--- src/rtl/tap_pkg.sv ---
// Shared definitions for the boundary-scan test port.
// Assumes a 3-bit instruction register; the code values are fixed by the decode.
package tap_pkg;

    typedef enum logic [3:0] {
        ST_TLR, ST_RTI,
        ST_SEL_DR, ST_CAP_DR, ST_SHF_DR, ST_EX1_DR, ST_PAU_DR, ST_EX2_DR, ST_UPD_DR,
        ST_SEL_IR, ST_CAP_IR, ST_SHF_IR, ST_EX1_IR, ST_PAU_IR, ST_EX2_IR, ST_UPD_IR
    } tap_state_e;

    typedef enum logic [1:0] {
        PATH_BYP,
        PATH_ID,
        PATH_BSR
    } dr_path_e;

    localparam int IR_W = 3;
    localparam logic [IR_W-1:0] OP_SAMPLE_FLOAT = 3'b000;
    localparam logic [IR_W-1:0] OP_IDENT        = 3'b001;
    localparam logic [IR_W-1:0] OP_FLOAT_SAMPLE = 3'b010;
    localparam logic [IR_W-1:0] OP_SAMPLE       = 3'b100;
    localparam logic [IR_W-1:0] OP_BYPASS       = 3'b111;
    localparam logic [IR_W-1:0] IR_CAPTURE      = 3'b001;

    // Maps an instruction code to its serial data path; reserved codes map to bypass.
    function automatic dr_path_e op_path(input logic [IR_W-1:0] op);
        case (op)
            OP_SAMPLE_FLOAT, OP_FLOAT_SAMPLE, OP_SAMPLE: op_path = PATH_BSR;
            OP_IDENT:                                    op_path = PATH_ID;
            default:                                     op_path = PATH_BYP;
        endcase
    endfunction

    // True for the instructions that float the functional outputs.
    function automatic logic op_floats(input logic [IR_W-1:0] op);
        op_floats = (op == OP_SAMPLE_FLOAT) || (op == OP_FLOAT_SAMPLE);
    endfunction

endpackage

--- src/rtl/tap_fsm.sv ---
// Sixteen-state test-port controller stepped on rising tck.
// Assumes trst_n is synchronous to tck; a low level forces Test-Logic-Reset.
module tap_fsm
    import tap_pkg::*;
(
    input  logic       tck,
    input  logic       trst_n,
    input  logic       tms,
    output tap_state_e state
);

    tap_state_e nxt;
    logic [2:0] ones_run;

    // Next-state selection from the current state and tms.
    always_comb begin
        case (state)
            ST_TLR:    nxt = tms ? ST_TLR    : ST_RTI;
            ST_RTI:    nxt = tms ? ST_SEL_DR : ST_RTI;
            ST_SEL_DR: nxt = tms ? ST_SEL_IR : ST_CAP_DR;
            ST_CAP_DR: nxt = tms ? ST_EX1_DR : ST_SHF_DR;
            ST_SHF_DR: nxt = tms ? ST_EX1_DR : ST_SHF_DR;
            ST_EX1_DR: nxt = tms ? ST_UPD_DR : ST_PAU_DR;
            ST_PAU_DR: nxt = tms ? ST_EX2_DR : ST_PAU_DR;
            ST_EX2_DR: nxt = tms ? ST_UPD_DR : ST_SHF_DR;
            ST_UPD_DR: nxt = tms ? ST_SEL_DR : ST_RTI;
            ST_SEL_IR: nxt = tms ? ST_TLR    : ST_CAP_IR;
            ST_CAP_IR: nxt = tms ? ST_EX1_IR : ST_SHF_IR;
            ST_SHF_IR: nxt = tms ? ST_EX1_IR : ST_SHF_IR;
            ST_EX1_IR: nxt = tms ? ST_UPD_IR : ST_PAU_IR;
            ST_PAU_IR: nxt = tms ? ST_EX2_IR : ST_PAU_IR;
            ST_EX2_IR: nxt = tms ? ST_UPD_IR : ST_SHF_IR;
            ST_UPD_IR: nxt = tms ? ST_SEL_DR : ST_RTI;
            default:   nxt = ST_TLR;
        endcase
    end

    // State register with synchronous test reset.
    always_ff @(posedge tck) begin
        if (!trst_n) state <= ST_TLR;
        else         state <= nxt;
    end

    // Saturating count of consecutive tms-high edges, used by the escape check.
    always_ff @(posedge tck) begin
        if (!trst_n)       ones_run <= 3'd0;
        else if (!tms)     ones_run <= 3'd0;
        else if (ones_run != 3'd5) ones_run <= ones_run + 3'd1;
    end

    // reset input lands in Test-Logic-Reset.
    p_trst_to_reset_r2: assert property (@(posedge tck) !trst_n |=> state == ST_TLR);

    // five tms-high edges reach Test-Logic-Reset from anywhere.
    p_five_ones_escape_r1: assert property (@(posedge tck) disable iff (!trst_n)
        (ones_run == 3'd5) |-> state == ST_TLR);

endmodule

--- src/rtl/tap_ir.sv ---
// Instruction register: shift stage plus current-instruction stage and decode.
// Assumes IDCODE is restored on reset or in Test-Logic-Reset; update happens
// on the rising edge that leaves Update-IR.
module tap_ir
    import tap_pkg::*;
(
    input  logic       tck,
    input  logic       trst_n,
    input  logic       tdi,
    input  tap_state_e state,
    output logic       ir_sout,
    output dr_path_e   path,
    output logic       out_hiz
);

    logic [IR_W-1:0] ir_sh;
    logic [IR_W-1:0] ir_cur;

    // Shift stage: capture the fixed pattern, then shift toward tdo.
    always_ff @(posedge tck) begin
        if (!trst_n)                 ir_sh <= IR_CAPTURE;
        else if (state == ST_CAP_IR) ir_sh <= IR_CAPTURE;
        else if (state == ST_SHF_IR) ir_sh <= {tdi, ir_sh[IR_W-1:1]};
    end

    // Current instruction: identification on reset, new code at Update-IR.
    always_ff @(posedge tck) begin
        if (!trst_n || state == ST_TLR) ir_cur <= OP_IDENT;
        else if (state == ST_UPD_IR)    ir_cur <= ir_sh;
    end

    assign ir_sout = ir_sh[0];
    assign path    = op_path(ir_cur);
    assign out_hiz = op_floats(ir_cur);

    // Capture-IR leaves 001 in the shift stage.
    p_ir_capture_r4: assert property (@(posedge tck) disable iff (!trst_n)
        state == ST_CAP_IR |=> ir_sh == IR_CAPTURE);

    // the current instruction moves only after Update-IR or a reset.
    p_ir_commit_r4: assert property (@(posedge tck) disable iff (!trst_n)
        !$stable(ir_cur) |-> ($past(state) == ST_UPD_IR || $past(state) == ST_TLR || !$past(trst_n)));

    // floating the outputs implies the boundary path is selected.
    p_float_on_bsr_r7: assert property (@(posedge tck) disable iff (!trst_n)
        out_hiz |-> path == PATH_BSR);

endmodule

--- src/rtl/tap_dr.sv ---
// Data registers: bypass bit, identification word and boundary snapshot chain.
// Assumes pin_snap is already stable at tck; no preload stage exists.
module tap_dr
    import tap_pkg::*;
#(
    parameter int          BSR_W    = 18,
    parameter logic [31:0] ID_VALUE = 32'h2D61_50A7
) (
    input  logic             tck,
    input  logic             trst_n,
    input  logic             tdi,
    input  tap_state_e       state,
    input  dr_path_e         path,
    input  logic [BSR_W-1:0] pin_snap,
    output logic             dr_sout
);

    localparam int ID_W = 32;

    logic             byp;
    logic [ID_W-1:0]  id_sh;
    logic [BSR_W-1:0] bsr;
    logic [BSR_W-1:0] chain_in;
    logic             cap_now;
    logic             shf_now;

    assign cap_now = (state == ST_CAP_DR);
    assign shf_now = (state == ST_SHF_DR);

    // Bypass bit: cleared at capture, takes tdi while shifting.
    always_ff @(posedge tck) begin
        if (!trst_n)                          byp <= 1'b0;
        else if (cap_now && path == PATH_BYP) byp <= 1'b0;
        else if (shf_now && path == PATH_BYP) byp <= tdi;
    end

    // Identification word: loaded at capture, shifted bit 0 first.
    always_ff @(posedge tck) begin
        if (!trst_n)                         id_sh <= ID_VALUE;
        else if (cap_now && path == PATH_ID) id_sh <= ID_VALUE;
        else if (shf_now && path == PATH_ID) id_sh <= {tdi, id_sh[ID_W-1:1]};
    end

    // Boundary chain: one cell per pin, each capturing its pin or taking its upper neighbour.
    for (genvar k = 0; k < BSR_W; k++) begin : g_cell
        logic q;
        if (k == BSR_W - 1) begin : g_top
            assign chain_in[k] = tdi;
        end else begin : g_mid
            assign chain_in[k] = bsr[k+1];
        end
        // Cell update: capture, shift or hold.
        always_ff @(posedge tck) begin
            if (!trst_n)                          q <= 1'b0;
            else if (cap_now && path == PATH_BSR) q <= pin_snap[k];
            else if (shf_now && path == PATH_BSR) q <= chain_in[k];
        end
        assign bsr[k] = q;
    end

    // Serial output of whichever path is selected.
    always_comb begin
        case (path)
            PATH_ID:  dr_sout = id_sh[0];
            PATH_BSR: dr_sout = bsr[0];
            default:  dr_sout = byp;
        endcase
    end

    // in bypass the bit just shifted in is the previous tdi.
    p_byp_delay_r9: assert property (@(posedge tck) disable iff (!trst_n)
        (shf_now && path == PATH_BYP) |=> byp == $past(tdi));

    // a boundary capture holds the pins seen at that edge.
    p_bsr_capture_r6: assert property (@(posedge tck) disable iff (!trst_n)
        (cap_now && path == PATH_BSR) |=> bsr == $past(pin_snap));

endmodule

--- src/rtl/scan_tap_port.sv ---
// Top of the boundary-scan test port: state machine, instruction and data
// registers, and the falling-edge output stage. Assumes a single test clock.
module scan_tap_port
    import tap_pkg::*;
#(
    parameter int          BSR_W    = 18,
    parameter logic [31:0] ID_VALUE = 32'h2D61_50A7
) (
    input  logic             tck,
    input  logic             trst_n,
    input  logic             tms,
    input  logic             tdi,
    input  logic [BSR_W-1:0] pin_snap,
    output logic             tdo,
    output logic             tdo_oe,
    output logic             out_hiz
);

    tap_state_e state;
    dr_path_e   path;
    logic       ir_sout;
    logic       dr_sout;
    logic       shift_now;
    logic       sout;

    tap_fsm u_fsm (
        .tck    (tck),
        .trst_n (trst_n),
        .tms    (tms),
        .state  (state)
    );

    tap_ir u_ir (
        .tck     (tck),
        .trst_n  (trst_n),
        .tdi     (tdi),
        .state   (state),
        .ir_sout (ir_sout),
        .path    (path),
        .out_hiz (out_hiz)
    );

    tap_dr #(
        .BSR_W    (BSR_W),
        .ID_VALUE (ID_VALUE)
    ) u_dr (
        .tck      (tck),
        .trst_n   (trst_n),
        .tdi      (tdi),
        .state    (state),
        .path     (path),
        .pin_snap (pin_snap),
        .dr_sout  (dr_sout)
    );

    assign shift_now = (state == ST_SHF_IR) || (state == ST_SHF_DR);
    assign sout      = (state == ST_SHF_IR) ? ir_sout : dr_sout;

    // Output stage: present the serial bit and its enable on the falling edge.
    always_ff @(negedge tck) begin
        if (!trst_n) begin
            tdo    <= 1'b0;
            tdo_oe <= 1'b0;
        end else begin
            tdo_oe <= shift_now;
            tdo    <= shift_now ? sout : 1'b0;
        end
    end

    // the enable is only ever seen during a shift state.
    p_oe_window_r10: assert property (@(posedge tck) disable iff (!trst_n)
        tdo_oe |-> (state == ST_SHF_IR || state == ST_SHF_DR));

    // a disabled output stays low.
    p_tdo_quiet_r10: assert property (@(posedge tck) disable iff (!trst_n)
        !tdo_oe |-> !tdo);

endmodule

--- config.mk ---
export PLATFORM = sky130hd
export DESIGN_NAME = scan_tap_port
export DESIGN_NICKNAME = d
export VERILOG_FILES = /design/src/rtl/tap_pkg.sv /design/src/rtl/tap_fsm.sv /design/src/rtl/tap_ir.sv /design/src/rtl/tap_dr.sv /design/src/rtl/scan_tap_port.sv
export SDC_FILE = /design/constraint.sdc
export NUM_CORES = 1
export LEC_CHECK = 0
export BUFFER_PORTS_ARGS = -buffer_cell sky130_fd_sc_hd__buf_2
export CAP_MARGIN = 5
export CORE_MARGIN = 2
export CORE_UTILIZATION = 40
export CTS_BUF_LIST = sky130_fd_sc_hd__clkbuf_4 sky130_fd_sc_hd__clkbuf_8
export DETAILED_ROUTE_END_ITERATION = 16
export PLACE_DENSITY_LB_ADDON = 0.25
export SYNTH_ARGS = -nofsm -noshare
export SYNTH_HDL_FRONTEND = slang
export SYNTH_SLANG_ARGS = --single-unit
--- constraint.sdc ---
create_clock -name tck -period 2.1 [get_ports tck]
set_clock_uncertainty 0.15 [all_clocks]
set_input_delay 0.105 -clock tck [delete_from_list [all_inputs] [get_ports tck]]
set_output_delay 0.105 -clock tck [all_outputs]
set_load 0.05 [all_outputs]
==> results.py, run 1 <==
metrics = {
    "die": {
        "initial_core_util_pct": 41.5,
        "dieArea_um2": 8330,
        "core-area_um2": 7330,
        "die_h_um": 91.3,
        "die-width_um": 91.3,
        "rows": 31,
        "ios": 25,
    },
    "job": {
        "max-cap-violations": 0,
    },
    "sta": {
        "rsz0062_at_grt": "true",
        "worstMarginPinSlew_ps": 581,
        "fin_ws_ps": -420,
        "setup_viol": 33,
        "drv_slew": 0,
        "hold_viol": 0,
        "max_slew_margin_pct": 60.7,
    },
    "status": {
        "status": "finished with violations",
        "failed_checks": "negative setup slack",
    },
    "synthesis": {
        "syn_nets": 394,
        "synth-edff-count": 0,
        "synth.most_common_cell": "dfxtp_1",
        "synth_cell_types": 47,
        "synthArstFlopShare_pct": 0,
        "yosysTopAreaCellShare_pct": 41.4,
        "yosys_warnings": 0,
        "yosysTopAreaCell": "dfxtp_1",
        "synthTopCellsByArea": "dfxtp_1, nand3_1, o21ai_1, a22oi_1, and3_1",
        "yosysSeqAreaShare_pct": 41.4,
        "synth_area_um2": 3050,
        "ys_top_cells_by_count": "dfxtp_1, nand3_1, o21ai_1",
        "avgSynthCellArea_um2": 8.25,
        "ys_seq_elements": 63,
        "syn_inst": 369,
        "synthFlopType": "dfxtp_1",
    },
    "clock_tree": {
        "cts_tree": "yes",
        "clock_latency_ps": 330,
        "h-tree-depth": 3,
        "cts_buffer_depth": 2,
        "cts.clk_slew.worst_paths_ps": 70,
        "cts_made_buffers": 9,
        "cts_sinks": 63,
        "clockRootBuffer": "clkbuf_8",
    },
    "drt": {
        "antenna_left": 0,
        "finalWirelength_um": 6890,
        "route.detailed.drc": 0,
        "wire_per_inst_um": 13.4,
        "drt_iter0_markers": 212,
        "dr.pass1.iters": 5,
        "vias": 2840,
        "vias_per_cell": 5.54,
    },
    "pwr": {
        "ir_drop_uv": 269,
        "total_power_mw": 2.40,
        "power_frac_seq_pct": 50.9,
        "switching_share_pct": 23.1,
        "combPwrFrac_pct": 8.6,
        "power_density_nw_per_um2": 625,
        "switching_power_uw": 554,
        "internal_power_mw": 1.84,
        "clockPowerShare_pct": 40.5,
        "power_leakage_nw": 1.45,
    },
    "hold_path": {
        "hold_class": "reg2reg",
        "min_path_cells": 2,
    },
    "grt": {
        "grt_pass1_vias": 2550,
        "antenna_found_initial": 0,
        "grt.overflow.total": 0,
        "grt_pass1_wl_um": 11600,
        "grt_max_degree": 42,
        "grtUsageTotal_pct": 16.8,
    },
    "cells_and_area": {
        "postLayoutCoreUtil_pct": 52.3,
        "n_fill_cell": 673,
        "drive_above_1_share_pct": 20.0,
        "final_cell_area_um2": 3830,
        "antennaDiodeCount": 0,
        "nets": 437,
        "synthToLayoutAreaGrowth_pct": 25.9,
        "stdcell_count": 513,
        "multi_input_area_um2": 1620,
        "seq_area_um2": 1270,
    },
    "critical_path": {
        "critPathKind": "reg2reg",
        "rrSetupSlack_ps": -420,
        "crit_fanout": 3,
        "worstRegToRegCells": 6,
        "end_kind": "flip-flop",
        "worst_ep_required_time_ps": 1170,
        "crit_arrival_ps": 1590,
        "cp-start-kind": "flip-flop",
    },
    "placed_design": {
        "port_buffers": 24,
        "gp_congestion": 0.728,
        "dp_hpwl_um": 3820,
        "dpl_cell_area_um2": 3290,
        "post-place-cells": 472,
        "dpl_worst_slack_ps": -487,
    },
}
layout by cell type (no fill, tap or decap), types with 18 or more instances in the layout:
cell | synthesis | routed
o21ai_1 | 29 | 29
a21oi_1 | 22 | 20
a22oi_1 | 18 | 18
dlygate4sd3_1 | 0 | 22
buf_2 | 15 | 22
and3_1 | 19 | 19
o22ai_1 | 18 | 18
nand3_1 | 33 | 33
buf_4 | 3 | 21
nor2_1 | 27 | 26
nand2_1 | 23 | 22
dfxtp_1 | 63 | 59
critical path, stage by stage (launching register included):
cell and delay [ps]:
dfxtp_4 370, a21oi_4 190, inv_2 80, ha_4 170, a221oi_4 220, o32ai_2 100, and2_1 140
final cells by class:
| cell class | instances | area share, % |
|---|---|---|
| Clock inverter | 4 | 0.783 |
| Multi-Input combinational cell | 255 | 42.1 |
| Tap cell | 99 | 3.23 |
| Timing Repair Buffer | 73 | 16.0 |
| Clock buffer | 11 | 3.95 |
| Sequential cell | 63 | 33.2 |
| Inverter | 8 | 0.783 |
layer usage:
layer / wire, um / GRT usage, % / vias up / part of all wire (%)
met5: 0 / 0 / - / 0
met4: 87 / 5.30 / 0 / 1.3
met3: 341 / 4.65 / 9 / 4.9
met2: 3090 / 26.5 / 72 / 45
met1: 3370 / 22.4 / 1344 / 49
li1: - / - / 1415 / -
path summary, 6_finish.rpt:
kind / to / from
setup / recovery: tdo / u_ir.ir_cur[1]
hold / removal: u_dr.id_sh[17] / u_dr.id_sh[18]
setup reg to reg: tdo / u_ir.ir_cur[1]
hold reg to reg: u_dr.id_sh[17] / u_dr.id_sh[18]
power groups by stage:
stage,Clock [mW],Sequential (mW),Combinational [mW]
after floorplan,0.00895,1.25,0.122
after global routing,1.05,1.22,0.227
after detailed placement,0.00895,1.25,0.168
final,0.970,1.22,0.205
after global placement,0.00895,1.25,0.165
after CTS,1.00,1.22,0.200
registers in the layout (all words and copies together) (netlist names):
signal,flops
tdo,1
tdo_oe,1
u_dr.byp,1
u_dr.g_cell.q,18
u_dr.id_sh,32
u_fsm.state,4
u_ir.ir_cur,3
u_ir.ir_sh,3
metrics by stage:
stage	TNS (ps)	hold slack, ps
final	-975	311
after global routing	-4580	331
after CTS	-4160	313
after detailed placement	-3800	217
after global placement	-2860	204
after floorplan	-987	98.9
kinds of logic (layout without fill, tap and decap cells):
logic type               Yosys count  in the layout  share of synthesized area, %
flip-flops                        63             63                          41.4
adder cells (fa/ha/maj)            3              3                          1.23
AO/OA/AOI/OAI                    115            115                          23.5
multiplexers                       4              4                          1.31
AND/OR/NAND/NOR                  133            133                          24.0
buffers and inverters             51             96                          8.54
what timing repair did:
item,in CTS,in global routing
endpoints found under the setup margin,36,36
endpoints found under the hold margin,26,0
setup buffers,2,3
resized for setup,7,19
hold buffers,22,0
pin swaps,1,8
No activity file was read; power rests on OpenSTA's default activity.
==> run 2, diff against run 1 <==
--- a/config.mk
+++ b/config.mk
@@ -11,6 +11,7 @@
 export CORE_UTILIZATION = 40
 export CTS_BUF_LIST = sky130_fd_sc_hd__clkbuf_4 sky130_fd_sc_hd__clkbuf_8
 export DETAILED_ROUTE_END_ITERATION = 16
+export MAX_ROUTING_LAYER = met4
 export PLACE_DENSITY_LB_ADDON = 0.25
 export SYNTH_ARGS = -nofsm -noshare
 export SYNTH_HDL_FRONTEND = slang
==> run 2 against run 1 <==
The run still ends with negative setup slack left. Critical path type unchanged. Total power about the same. Wire length is 0.78% higher. First-iteration DRC count up 11%. Largest power group unchanged. Final area unchanged. Die area did not move. Highest routed layer unchanged. Largest cell class unchanged.
==> results.py, run 2 (same netlist as run 1, synthesis figures left out) <==
metrics = {
    "grt": {
        "use_met3_pct": 4.23,
        "grt_pass1_vias": 2548,
        "met1_usage_pct": 22.5,
        "grt_pass1_wl_um": 11600,
        "grt_max_degree": 42,
        "grt_busiest_layer": "met2",
        "antenna_found_initial": 0,
        "grt_use_met2_pct": 26.5,
        "grtUsageTotal_pct": 17.3,
        "grt.overflow.total": 0,
    },
    "critical_path": {
        "r2r-start": "u_ir.ir_cur[1]",
        "path_cells": "a21oi_4, inv_2, ha_4, a221oi_4, o32ai_2, and2_1",
        "critPathBufInv": 1,
        "cp_slowest_cell": "dfxtp_4",
        "end_kind": "flip-flop",
        "r2r-end": "tdo",
        "crit_arrival_ps": 1590,
        "worstRegToRegCells": 6,
        "rrSetupSlack_ps": -420,
        "crit_fanout": 3,
        "worst_ep_required_time_ps": 1170,
        "cp-start-kind": "flip-flop",
        "critPathKind": "reg2reg",
        "cp_top_family": "compound AO/OA/AOI/OAI gates",
        "critPathMaxStageDelay_ps": 370,
    },
    "hold_path": {
        "hold_start": "u_dr.id_sh[18]",
        "hold_class": "reg2reg",
        "hold_end": "u_dr.id_sh[17]",
        "min_path_cells": 2,
    },
    "die": {
        "die_h_um": 91.3,
        "initial_core_util_pct": 41.5,
        "die-width_um": 91.3,
        "dieArea_um2": 8330,
        "core-area_um2": 7330,
        "rows": 31,
        "ios": 25,
    },
    "drt": {
        "drt_iter0_markers": 236,
        "route.detailed.drc": 0,
        "vias_per_cell": 5.49,
        "dr.pass1.iters": 5,
        "wire_per_inst_um": 13.5,
        "finalWirelength_um": 6940,
        "antenna_left": 0,
        "vias": 2817,
    },
    "clock_tree": {
        "h-tree-depth": 3,
        "clockRootBuffer": "clkbuf_8",
        "cts.clk_slew.worst_paths_ps": 70,
        "cts_tree": "yes",
        "cts_made_buffers": 9,
        "clock_latency_ps": 330,
        "cts_sinks": 63,
        "cts_buffer_depth": 2,
    },
    "cells_and_area": {
        "final_common_cell": "dfxtp_1",
        "n_fill_cell": 673,
        "postLayoutCoreUtil_pct": 52.3,
        "drive_above_1_share_pct": 20.0,
        "largestRegisters": "u_dr.id_sh: 32 flops, u_dr.g_cell.q: 18 flops, u_fsm.state: 4 flops",
        "antennaDiodeCount": 0,
        "seq_area_um2": 1270,
        "synthToLayoutAreaGrowth_pct": 25.9,
        "multi_input_area_um2": 1620,
        "nets": 437,
        "largest_reg_flops": 32,
        "final_cell_area_um2": 3830,
        "top_register": "u_dr.id_sh",
        "mostFrequentLayoutCells": "dfxtp_1, nand3_1, o21ai_1",
    },
    "pwr": {
        "total_power_mw": 2.40,
        "power_density_nw_per_um2": 625,
        "power_leakage_nw": 1.45,
        "ir_drop_uv": 269,
    },
    "status": {
        "status": "finished with violations",
        "failed_checks": "negative setup slack",
    },
    "sta": {
        "rsz0062_at_grt": "true",
        "fin_ws_ps": -420,
        "drv_slew": 0,
        "setup_viol": 36,
        "max_slew_margin_pct": 60.7,
        "worstMarginPinSlew_ps": 581,
        "hold_viol": 0,
    },
    "placed_design": {
        "gp_congestion": 0.737,
        "dp_hpwl_um": 3820,
        "port_buffers": 24,
        "dpl_cell_area_um2": 3290,
    },
    "job": {
        "max-cap-violations": 0,
    },
}
run 2: cell counts in the layout (fill, tap and decap cells not counted):
No cell type changed its count.
run 2: worst max-delay path by stage:
stage	end	depth (start not counted)	from
2_1_floorplan	tdo	7	u_ir.ir_cur[1]
3_3_place_gp	tdo	6	u_ir.ir_cur[1]
3_5_place_dp	tdo	7	u_ir.ir_cur[1]
4_1_cts	tdo	6	u_ir.ir_cur[1]
5_1_grt	tdo	6	u_ir.ir_cur[1]
6_report	tdo	6	u_ir.ir_cur[1]
run 2: stage by stage:
step,setup WS [ps],setup TNS (ps),instances,hold slack (ps)
final,-420,-1130,513,311
after CTS,-440,-4160,510,313
after global placement,-450,-2860,472,204
after floorplan,-535,-987,369,98.9
after detailed placement,-487,-3800,472,217
after global routing,-476,-4440,513,331
run 2: worst reg2reg max path: cells and delay by family, from the launching register on:
family / cells / cell delay (ps)
compound gates: 3 / 510
fa+ha+maj: 1 / 170
buf+inv: 1 / 80
flops: 1 / 370
simple gates: 1 / 140
run 2: timing repair:
action                                  4_1_cts  5_1_grt
endpoints found under the setup margin       36       36
pin swaps                                     1        8
setup buffers                                 2        3
hold buffers                                 22        0
gates resized for setup                       7       19
endpoints found under the hold margin        26        0
run 2: layout make-up:
class                      instances  share of cell area [%]
multi-input combinational        255                    42.1
tap                               99                    3.23
inverter                           8                   0.783
sequential                        63                    33.2
clock buffer                      11                    3.95
timing repair buffer              73                    16.0
clock inverter                     4                   0.783
run 2: layer usage:
layer  share of wire, %  wire length [um]  up-vias
li1                   -                 -     1415
met3                4.2               289        4
met1                 50              3450     1342
met2                 45              3160       56
met4               0.73                51        0
met5                  0                 0        -
run 2: power breakdown:
group	switching, mW	total (mW)	internal, mW	leakage, nW
Sequential	0.00945	1.22	1.21	0.511
Clock	0.437	0.971	0.534	0.106
Combinational	0.108	0.206	0.0972	0.828
